**src/rtl/rxf_pkg.sv**
```systemverilog
package rxf_pkg;
    typedef enum logic [2:0] {
        S_IDLE, S_DATA, S_DISC, S_PAD, S_CRC, S_TAIL, S_HDR, S_FIN
    } rxf_state_e;

    localparam int HDR_BYTES    = 4;
    localparam int OVERHEAD     = 6;
    localparam int CRC_BYTES    = 4;
    localparam int ST_LONG_BIT  = 3;
    localparam int ST_ODD_BIT   = 4;
    localparam logic [7:0] CTRL_ODD  = 8'h60;
    localparam logic [7:0] CTRL_EVEN = 8'h40;
endpackage

```
**src/rtl/rxf_crc_byte.sv**
```systemverilog
module rxf_crc_byte #(
    parameter logic [31:0] POLY = 32'hEDB88320
) (
    input  logic [31:0] crc_i,
    input  logic [7:0]  data_i,
    output logic [31:0] crc_o
);
    always_comb begin
        logic [31:0] c;
        c = crc_i ^ {24'h0, data_i};
        for (int b = 0; b < 8; b++) begin
            c = c[0] ? ((c >> 1) ^ POLY) : (c >> 1);
        end
        crc_o = c;
    end
endmodule

```
**src/rtl/rxf_size_calc.sv**
```systemverilog
module rxf_size_calc
    import rxf_pkg::*;
#(
    parameter int LEN_W      = 12,
    parameter int MIN_LEN    = 64,
    parameter int PAGE_BYTES = 2048,
    localparam int SZ_W      = LEN_W + 1
) (
    input  logic [LEN_W-1:0] len_i,
    input  logic             strip_i,
    output logic [SZ_W-1:0]  dlen_o,
    output logic [SZ_W-1:0]  size_o,
    output logic             too_big_o,
    output logic             short_o,
    output logic             odd_tail_o
);
    logic [SZ_W-1:0] ext;

    always_comb begin
        ext        = SZ_W'(len_i);
        short_o    = ext < SZ_W'(MIN_LEN);
        dlen_o     = short_o ? SZ_W'(MIN_LEN) : {ext[SZ_W-1:1], 1'b0};
        size_o     = dlen_o + SZ_W'(OVERHEAD) + (strip_i ? '0 : SZ_W'(CRC_BYTES));
        too_big_o  = size_o > SZ_W'(PAGE_BYTES);
        odd_tail_o = !short_o && len_i[0];
    end
endmodule

```
**src/rtl/rxf_top.sv**
```systemverilog
module rxf_top
    import rxf_pkg::*;
#(
    parameter int PAGE_W     = 2,
    parameter int ADDR_W     = 11,
    parameter int LEN_W      = 12,
    parameter int MIN_LEN    = 64,
    parameter int LONG_LEN   = 1518,
    parameter int PAGE_BYTES = 2048
) (
    input  logic              clk,
    input  logic              rst_n,
    input  logic              rx_en,
    input  logic              soft_rst,
    input  logic              strip_crc,
    input  logic              in_valid,
    input  logic [7:0]        in_data,
    input  logic              in_last,
    input  logic [LEN_W-1:0]  in_len,
    output logic              in_ready,
    output logic              alloc_req,
    input  logic              alloc_gnt,
    input  logic [PAGE_W-1:0] alloc_page,
    output logic              wr_en,
    output logic [PAGE_W-1:0] wr_page,
    output logic [ADDR_W-1:0] wr_addr,
    output logic [7:0]        wr_data,
    output logic              enq_valid,
    output logic [PAGE_W-1:0] enq_page,
    output logic              rx_event
);
    localparam int SZ_W = LEN_W + 1;

    typedef struct packed {
        rxf_state_e        st;
        logic [PAGE_W-1:0] page;
        logic [LEN_W-1:0]  len;
        logic [SZ_W-1:0]   dlen;
        logic [SZ_W-1:0]   size;
        logic [SZ_W-1:0]   idx;
        logic [31:0]       crc;
        logic [7:0]        odd_byte;
        logic              odd_tail;
        logic              keep_crc;
        logic [1:0]        cnt;
    } regs_t;

    regs_t r_q, r_d;

    logic [SZ_W-1:0] c_dlen, c_size;
    logic            c_big, c_short, c_oddt;
    logic [31:0]     crc_cur, crc_nxt;
    logic [7:0]      crc_byte;

    rxf_size_calc #(.LEN_W(LEN_W), .MIN_LEN(MIN_LEN), .PAGE_BYTES(PAGE_BYTES)) u_size (
        .len_i(in_len), .strip_i(strip_crc), .dlen_o(c_dlen), .size_o(c_size),
        .too_big_o(c_big), .short_o(c_short), .odd_tail_o(c_oddt)
    );

    always_comb begin
        crc_cur  = (r_q.st == S_IDLE) ? 32'hFFFF_FFFF : r_q.crc;
        crc_byte = (r_q.st == S_PAD) ? 8'h00 : in_data;
    end

    rxf_crc_byte u_crc (.crc_i(crc_cur), .data_i(crc_byte), .crc_o(crc_nxt));

    function automatic rxf_state_e after_data(input logic is_short, input logic keep);
        return is_short ? S_PAD : (keep ? S_CRC : S_TAIL);
    endfunction

    always_comb begin
        r_d       = r_q;
        in_ready  = 1'b0;
        alloc_req = 1'b0;
        wr_en     = 1'b0;
        wr_page   = r_q.page;
        wr_addr   = '0;
        wr_data   = '0;
        enq_valid = 1'b0;
        rx_event  = 1'b0;
        case (r_q.st)
            S_IDLE: begin
                in_ready = 1'b1;
                if (in_valid) begin
                    r_d.st = in_last ? S_IDLE : S_DISC;
                    if (rx_en && !soft_rst && !c_big) begin
                        alloc_req = 1'b1;
                        if (alloc_gnt) begin
                            r_d.page     = alloc_page;
                            r_d.len      = in_len;
                            r_d.dlen     = c_dlen;
                            r_d.size     = c_size;
                            r_d.odd_tail = c_oddt;
                            r_d.keep_crc = !strip_crc;
                            r_d.crc      = crc_nxt;
                            r_d.idx      = SZ_W'(1);
                            r_d.cnt      = '0;
                            wr_en        = 1'b1;
                            wr_page      = alloc_page;
                            wr_addr      = ADDR_W'(HDR_BYTES);
                            wr_data      = in_data;
                            r_d.st       = in_last ? after_data(c_short, !strip_crc) : S_DATA;
                        end
                    end
                end
            end
            S_DISC: begin
                in_ready = 1'b1;
                if (in_valid && in_last) r_d.st = S_IDLE;
            end
            S_DATA: begin
                in_ready = 1'b1;
                if (in_valid) begin
                    if (r_q.odd_tail && (r_q.idx == SZ_W'(r_q.len) - SZ_W'(1))) begin
                        r_d.odd_byte = in_data;
                    end else begin
                        wr_en   = 1'b1;
                        wr_addr = ADDR_W'(r_q.idx + SZ_W'(HDR_BYTES));
                        wr_data = in_data;
                        r_d.crc = crc_nxt;
                    end
                    r_d.idx = r_q.idx + SZ_W'(1);
                    if (in_last)
                        r_d.st = after_data(SZ_W'(r_q.len) < SZ_W'(MIN_LEN), r_q.keep_crc);
                end
            end
            S_PAD: begin
                wr_en   = 1'b1;
                wr_addr = ADDR_W'(r_q.idx + SZ_W'(HDR_BYTES));
                r_d.crc = crc_nxt;
                r_d.idx = r_q.idx + SZ_W'(1);
                if (r_q.idx == r_q.dlen - SZ_W'(1))
                    r_d.st = r_q.keep_crc ? S_CRC : S_TAIL;
            end
            S_CRC: begin
                wr_en   = 1'b1;
                wr_addr = ADDR_W'(r_q.dlen + SZ_W'(HDR_BYTES) + SZ_W'(r_q.cnt));
                wr_data = 8'((~r_q.crc) >> {r_q.cnt, 3'b000});
                r_d.cnt = r_q.cnt + 2'd1;
                if (r_q.cnt == 2'd3) r_d.st = S_TAIL;
            end
            S_TAIL: begin
                wr_en   = 1'b1;
                wr_addr = ADDR_W'(r_q.size - SZ_W'(2) + SZ_W'(r_q.cnt));
                if (r_q.cnt == 2'd0) begin
                    wr_data = r_q.odd_tail ? r_q.odd_byte : 8'h00;
                    r_d.cnt = 2'd1;
                end else begin
                    wr_data = r_q.odd_tail ? CTRL_ODD : CTRL_EVEN;
                    r_d.cnt = 2'd0;
                    r_d.st  = S_HDR;
                end
            end
            S_HDR: begin
                wr_en   = 1'b1;
                wr_addr = ADDR_W'(r_q.cnt);
                r_d.cnt = r_q.cnt + 2'd1;
                case (r_q.cnt)
                    2'd0: wr_data = 8'h00;
                    2'd1: begin
                        wr_data = 8'h00;
                        wr_data[ST_ODD_BIT]  = r_q.len[0];
                        wr_data[ST_LONG_BIT] = SZ_W'(r_q.len) > SZ_W'(LONG_LEN);
                    end
                    2'd2: wr_data = r_q.size[7:0];
                    default: begin
                        wr_data = 8'(r_q.size >> 8);
                        r_d.st  = S_FIN;
                    end
                endcase
            end
            S_FIN: begin
                enq_valid = 1'b1;
                rx_event  = 1'b1;
                r_d.st    = S_IDLE;
            end
            default: r_d.st = S_IDLE;
        endcase
    end

    assign enq_page = r_q.page;

    always_ff @(posedge clk or negedge rst_n) begin
        if (!rst_n) begin
            r_q    <= '0;
            r_q.st <= S_IDLE;
        end else begin
            r_q <= r_d;
        end
    end
endmodule

```
**config.mk**
```make
export PLATFORM = sky130hd
export DESIGN_NAME = rxf_top
export DESIGN_NICKNAME = d
export VERILOG_FILES = /design/src/rtl/rxf_pkg.sv /design/src/rtl/rxf_crc_byte.sv /design/src/rtl/rxf_size_calc.sv /design/src/rtl/rxf_top.sv
export SDC_FILE = /design/constraint.sdc
export NUM_CORES = 1
export LEC_CHECK = 0
export CAP_MARGIN = 20
export CORE_MARGIN = 2
export CORE_UTILIZATION = 56
export DETAILED_ROUTE_END_ITERATION = 7
export MAX_ROUTING_LAYER = met4
export PLACE_DENSITY = 0.81
export SLEW_MARGIN = 20
export SYNTH_ARGS = -nofsm -noshare
export SYNTH_HDL_FRONTEND = slang
export SYNTH_SLANG_ARGS = --single-unit
```
**constraint.sdc**
```tcl
create_clock -name clk -period 10.3 [get_ports clk]
set_input_delay 1.03 -clock clk [delete_from_list [all_inputs] [get_ports clk]]
set_output_delay 1.03 -clock clk [all_outputs]
set_load 0.03 [all_outputs]
```
[Word level (Yosys, flattened, before mapping)]
Cells that the tools add are included.
Storage, ports and cells
  register bits: 99
  bits of input ports: 30
  output and inout bits: 28
  logic and storage cells: 152
Operators by class
  add/subtract/negate cells: 11
  magnitude comparators: 4
  equality and inequality tests: 23
  shifts and indexed selects: 1
  mux-type cells: 69
  bitwise logic cells: 10
  reductions and logical operators: 23
Operators with widths (count)
  $mux W32: 10
  $mux W88: 3
  $pmux W45 S3: 1
  $not A13 Y14: 8
  $mux W8: 9
  $pmux W11 S6: 1
  $mux W53: 1
  $mux W3: 14
  $pmux W8 S5: 1
  $not A32 Y32: 1
  $shr A32 B5 Y8: 1
  $xor A32 B8 Y32: 1
  $eq A13 B13 Y1: 2
  $sub A12 B1 Y13 const B: 2
  $lt A12 B7 Y1 const B: 2
  $pmux W3 S8: 1
  $pmux W8 S3: 1
  $add A11 B2 Y11: 2
  $add A11 B3 Y11 const B: 2
  $mux W11: 2
  $ne A2 B2 Y1 const B: 9
  $mux W2: 8
  $add A12 B3 Y13 const B: 1
  $add A13 B1 Y13 const B: 1
  other kinds (29): 57

[Logic depth before layout (Yosys ltp)]
  depth in word-level cells: 23
  depth in mapped cells: 20
  mapped depth without buffers: 15

[Hierarchy]
A second synthesis with hierarchy kept.
Unflattened totals
  cell total of the unflattened synthesis: 1105
  area total of the unflattened synthesis: 8932.3 sq um
Modules (own cells, without submodules)
  rxf_top: times used 1, cells each 951, area each 7671.1 sq um, sequential area each 2502.4 sq um
  rxf_crc_byte: times used 1, cells each 71, area each 716.9 sq um, sequential area each 0.0 sq um
  rxf_size_calc: times used 1, cells each 83, area each 544.3 sq um, sequential area each 0.0 sq um

[Worst setup path after synthesis]
No wires, ideal clock.
  path kind: in2out
  start: input port in_len[10]
  end: output port wr_data[0]
  arrival time: 4.717 ns
  data required time: 9.270 ns
  slack: 4.553 ns
  stages: 18
  cell sequence: clkbuf_1 nor2_1 nand2_1 clkbuf_1 nand2_1 ha_1 inv_1 ha_1 fa_1 buf_2 xor2_1 nor3_1 and4_1 o2111ai_1 a21oi_1 mux2_2 nand3_2 o21ai_0
Between the ends
  longest elaborated chain between the ends: 10
RTL lines
  start: declaration: line rxf_top.sv:19  | input logic [LEN_W-1:0] in_len,
  $lt A12 B7 Y1: line rxf_size_calc.sv:21  | short_o = ext < SZ_W'(MIN_LEN);
  $mux W12 *: line rxf_size_calc.sv:22  | dlen_o = short_o ? SZ_W'(MIN_LEN) : {ext[SZ_W-1:1], 1'b0};
  $add A12 B3 Y13 *: line rxf_size_calc.sv:23  | size_o = dlen_o + SZ_W'(OVERHEAD) + (strip_i ? '0 : SZ_W'(CRC_BYTES));
  $add A13 B13 Y13 *: line rxf_size_calc.sv:23
  $gt A13 B12 Y1 *: line rxf_size_calc.sv:24  | too_big_o = size_o > SZ_W'(PAGE_BYTES);
  $logic_not A1 Y1 *: line rxf_top.sv:86  | if (rx_en && !soft_rst && !c_big) begin
  $logic_and A1 B1 Y1 *: line rxf_top.sv:86
  $mux W8 *: line rxf_top.sv:86
  $mux W8 *: line rxf_top.sv:84  | if (in_valid) begin
  $pmux W8 S5 *: line rxf_top.sv:81  | case (r_q.st)
  end: declaration: line rxf_top.sv:27  | output logic [7:0] wr_data,
Mark *: on every way between the ends. The rest lies on a longest branch, timed or not.

[Worst setup path in the final report]
  start: input port in_len[9]
  end: output port wr_page[0]
Between the ends
  longest elaborated chain between the ends: 10
RTL lines
  $lt A12 B7 Y1: line rxf_size_calc.sv:21
  $mux W12 *: line rxf_size_calc.sv:22
  $add A12 B3 Y13 *: line rxf_size_calc.sv:23
  $add A13 B13 Y13 *: line rxf_size_calc.sv:23
  $gt A13 B12 Y1 *: line rxf_size_calc.sv:24
  $logic_not A1 Y1 *: line rxf_top.sv:86
  $logic_and A1 B1 Y1 *: line rxf_top.sv:86
  $mux W2 *: line rxf_top.sv:86
  $mux W2 *: line rxf_top.sv:84
  $mux W2 *: line rxf_top.sv:81
  end: declaration: line rxf_top.sv:25  | output logic [PAGE_W-1:0] wr_page,
Marks and branches as above.

==> flow_summary.toml <==
[global_routing]
grt_max_degree = 77
first_global_vias = 6416
grtUsageMet1_pct = 41.6
globalRouteMet3Util_pct = 5.80
antenna_found_initial = 0
met2_usage_pct = 46.5
grt_pass1_wl_um = 33700
busiest_layer = "met2"
grt_overflow = 0
grt.total_usage_pct = 31.1

[sta]
post-route-period-util_pct = 72.1
rsz0062_at_grt = "no"
finalCriticalPeriod_ns = 7.43
tightest_slew_ns = 1.11
setup_tns_ns = 0
setup_viol = 0
slew_headroom_pct = 25.7
slew_violations = 0
setup_slack_ns = 2.87
clock.fmax_ghz = 0.135
final-hold-violation-count = 0
finClkSkew_ns = 0.00680

[yosys]
dominantRegCellSynth = "dfrtp_1"
synthesis.area_sq_mm = 0.00745
synth_edf_count = 0
ys_ff_latch = 97
yosysMostFrequentCell = "nand2_1"
seq_area_frac_synth_pct = 32.6
synth.area.top_cells = "dfrtp_1 33%, xnor2_1 9.3%, nand2_1 6.7%, o21ai_0 5.6%, xor2_1 4.8%"
ys_top_cells_by_count = "133 x nand2_1, 97 x dfrtp_1, 83 x o21ai_0"
synth_compound_area_share_pct = 17.4
yosys.area_share.simple_pct = 21.0
synth_cells = 890
synth_largest_area_cell = "dfrtp_1"
synth_fa_ha_area_share_pct = 4.23
synth_top_area_share_pct = 32.6
synth_top_family_by_area = "simple AND/OR/NAND/NOR gates"
synth_area_per_cell_sq_um = 8.37
muxShareOfSynthArea_pct = 4.28
synth.distinct_cells = 71
syn-num-nets = 944
ys.warnings.count = 0
synth_xor_xnor_area_share_pct = 15.1
async_reset_ff_share_pct = 100

[setup_path]
cp-end-kind = "primary output"
worstPathRequired_ns = 9.27
cp-start-kind = "input port"
cp_max_fo = 25
worstSetupPathType = "in -> out"
crit_arrival_ns = 6.40

[power]
switching_power_w = 0.00157
power_frac_comb_pct = 65.3
p_int_w = 0.00164
max-vdd-ir-drop_mv = 0.373
p_leak_nw = 3.49
sw_frac_of_total_pct = 48.9
finalPower_w = 0.00321
cellPowerDensity_mw_per_mm2 = 387
clkPwrFrac_pct = 10.0
power_frac_seq_pct = 24.7

[placed_design]
hpwl_um = 15200
finalWeightedCongestion = 0.955
io_buffers = 57
pre_cts_ws_ns = 2.96

[routing]
wire_per_inst_um = 19.1
route.detailed.drc = 0
drt-pass1-iter-count = 6
route.final.wire_length_um = 20700
vias_per_cell = 6.25
detail-route-antenna-nets = 0
drt_iter0_markers = 976
vias = 6784

[layout]
syn_to_final_growth_pct = 11.5
nNetsFinal = 958
drive_gt1_share_pct = 6.38
diodes = 0

[cts]
cts.sinks = 97
path_clk_slew_ns = 0.06
post_cts_buffers = 0
cts_root_buffer = "clkbuf_16"
clk-insertion-delay-late_ns = 0.36
cts_resized = 0
cts_hold_buf = 0
cts-buffers-inserted = 9
cts_buffer_depth = 2
htree_num_levels = 3
cts_tree = "built"

[floorplanning]
coreArea_sq_mm = 0.0131
initial_core_util_pct = 56.7
io_pins = 58
rows = 42
die_h_um = 119
die_w_um = 119
die_area_sq_mm = 0.0142

[status]
run_status = "complete, no violations"

[job]
cap_violations = 0

[hold_path]
hold_path_class = "reg -> reg"
## per-stage QoR
step	instances	hold WS [ns]	utilization, %	cell area (sq um)
2_1_floorplan	890	0.441	-	7450
3_3_place_gp	1069	0.472	61.1	8030
3_5_place_dp	1069	0.480	61.1	8030
4_1_cts	1085	0.497	63.2	8310
5_1_grt	1085	0.520	63.2	8310
6_report	1085	0.495	63.2	8310
## power groups by stage
stage / Sequential, W / Clock, W / Combinational, W
after floorplan: 0.000643 / 0 / 0.00171
after global placement: 0.000780 / 0 / 0.00201
after detailed placement: 0.000785 / 0 / 0.00206
after CTS: 0.000778 / 0.000326 / 0.00208
after global routing: 0.000812 / 0.000343 / 0.00228
final: 0.000793 / 0.000323 / 0.00210
## worst max-delay path, stage by stage
cell             delay, ns
clkdlybuf4s50_1       0.52
nor4_1                0.36
nand2_1               0.32
nand2_1               0.19
ha_1                  0.13
inv_1                 0.04
ha_1                  0.21
fa_1                  0.54
xor2_1                0.22
nor3_1                0.14
and4_1                0.21
o2111ai_1             0.20
a21oi_1               0.39
and3_1                0.97
nand2_1               0.16
nand2_1               0.10
clkdlybuf4s50_1       0.66
## flip-flops by register name, indices dropped and copies added, names as in the netlist
name and cells:
r_q 95, enq_page 2
## path summary, 6_finish.rpt
| check | from | to | slack (ns) | cells after the start |
|---|---|---|---|---|
| min in group asynchronous | rst_n | r_q[46] | 0.55 | 1 |
| setup / recovery | in_len[9] | wr_page[0] | 2.87 | 17 |
| max in group asynchronous | rst_n | r_q[18] | 8.45 | 2 |
| hold / removal | r_q[10] | r_q[10] | 0.49 | 2 |
| hold reg to reg | r_q[10] | r_q[10] | 0.49 | 2 |
| setup reg to reg | r_q[98] | r_q[32] | 6.59 | 9 |
## logic make-up after synthesis
family | after synthesis
and+or+nand+nor | 324
AOI/OAI and AO/OA | 202
xor gates and xnor gates | 124
buffers and inverters | 98
DFF | 97
adders and majority gates | 24
muxes | 21
## cell type report
class / count / area, sq um
Sequential cell: 97 / 2430
Clock buffer: 11 / 233
Timing Repair Buffer: 64 / 621
Multi-Input combinational cell: 695 / 4620
Tap cell: 176 / 220
Fill cell: 1128 / 4830
Clock inverter: 5 / 41.3
Inverter: 37 / 139
## metal layers
metal | share of wire, % | vias to the layer above
met2 | 45 | 345
met5 | 0 | -
li1 | - | 3117
met1 | 42 | 3252
met4 | 3.9 | 0
met3 | 8.3 | 70
## cells in the final DEF, fill, tap and decap left out, types with 4 or more instances in the layout
master | netlist | routed
a21boi_0 | 4 | 4
a21o_1 | 4 | 4
a21oi_1 | 26 | 26
a22oi_1 | 14 | 14
a31oi_1 | 7 | 7
a32o_1 | 4 | 4
and2_1 | 5 | 5
and3_1 | 11 | 11
buf_4 | 6 | 8
clkbuf_16 | 0 | 9
clkdlybuf4s50_1 | 0 | 56
dfrtp_1 | 97 | 97
ha_1 | 22 | 22
inv_1 | 37 | 37
mux2_2 | 5 | 5
mux2i_1 | 6 | 6
mux4_2 | 8 | 8
nand2_1 | 133 | 133
nand2b_1 | 9 | 9
nand3_1 | 23 | 23
nand4_1 | 7 | 7
nor2_1 | 62 | 62
nor2b_1 | 14 | 14
nor3_1 | 13 | 12
nor4_1 | 7 | 7
o211ai_1 | 6 | 6
o21ai_0 | 83 | 83
o21ai_1 | 6 | 6
o21bai_1 | 4 | 4
o221ai_1 | 5 | 5
o31ai_1 | 6 | 6
or2_2 | 4 | 4
or3_1 | 11 | 11
or4_1 | 5 | 5
xnor2_1 | 79 | 79
xor2_1 | 41 | 41
Power figures use the tool's default switching activity.
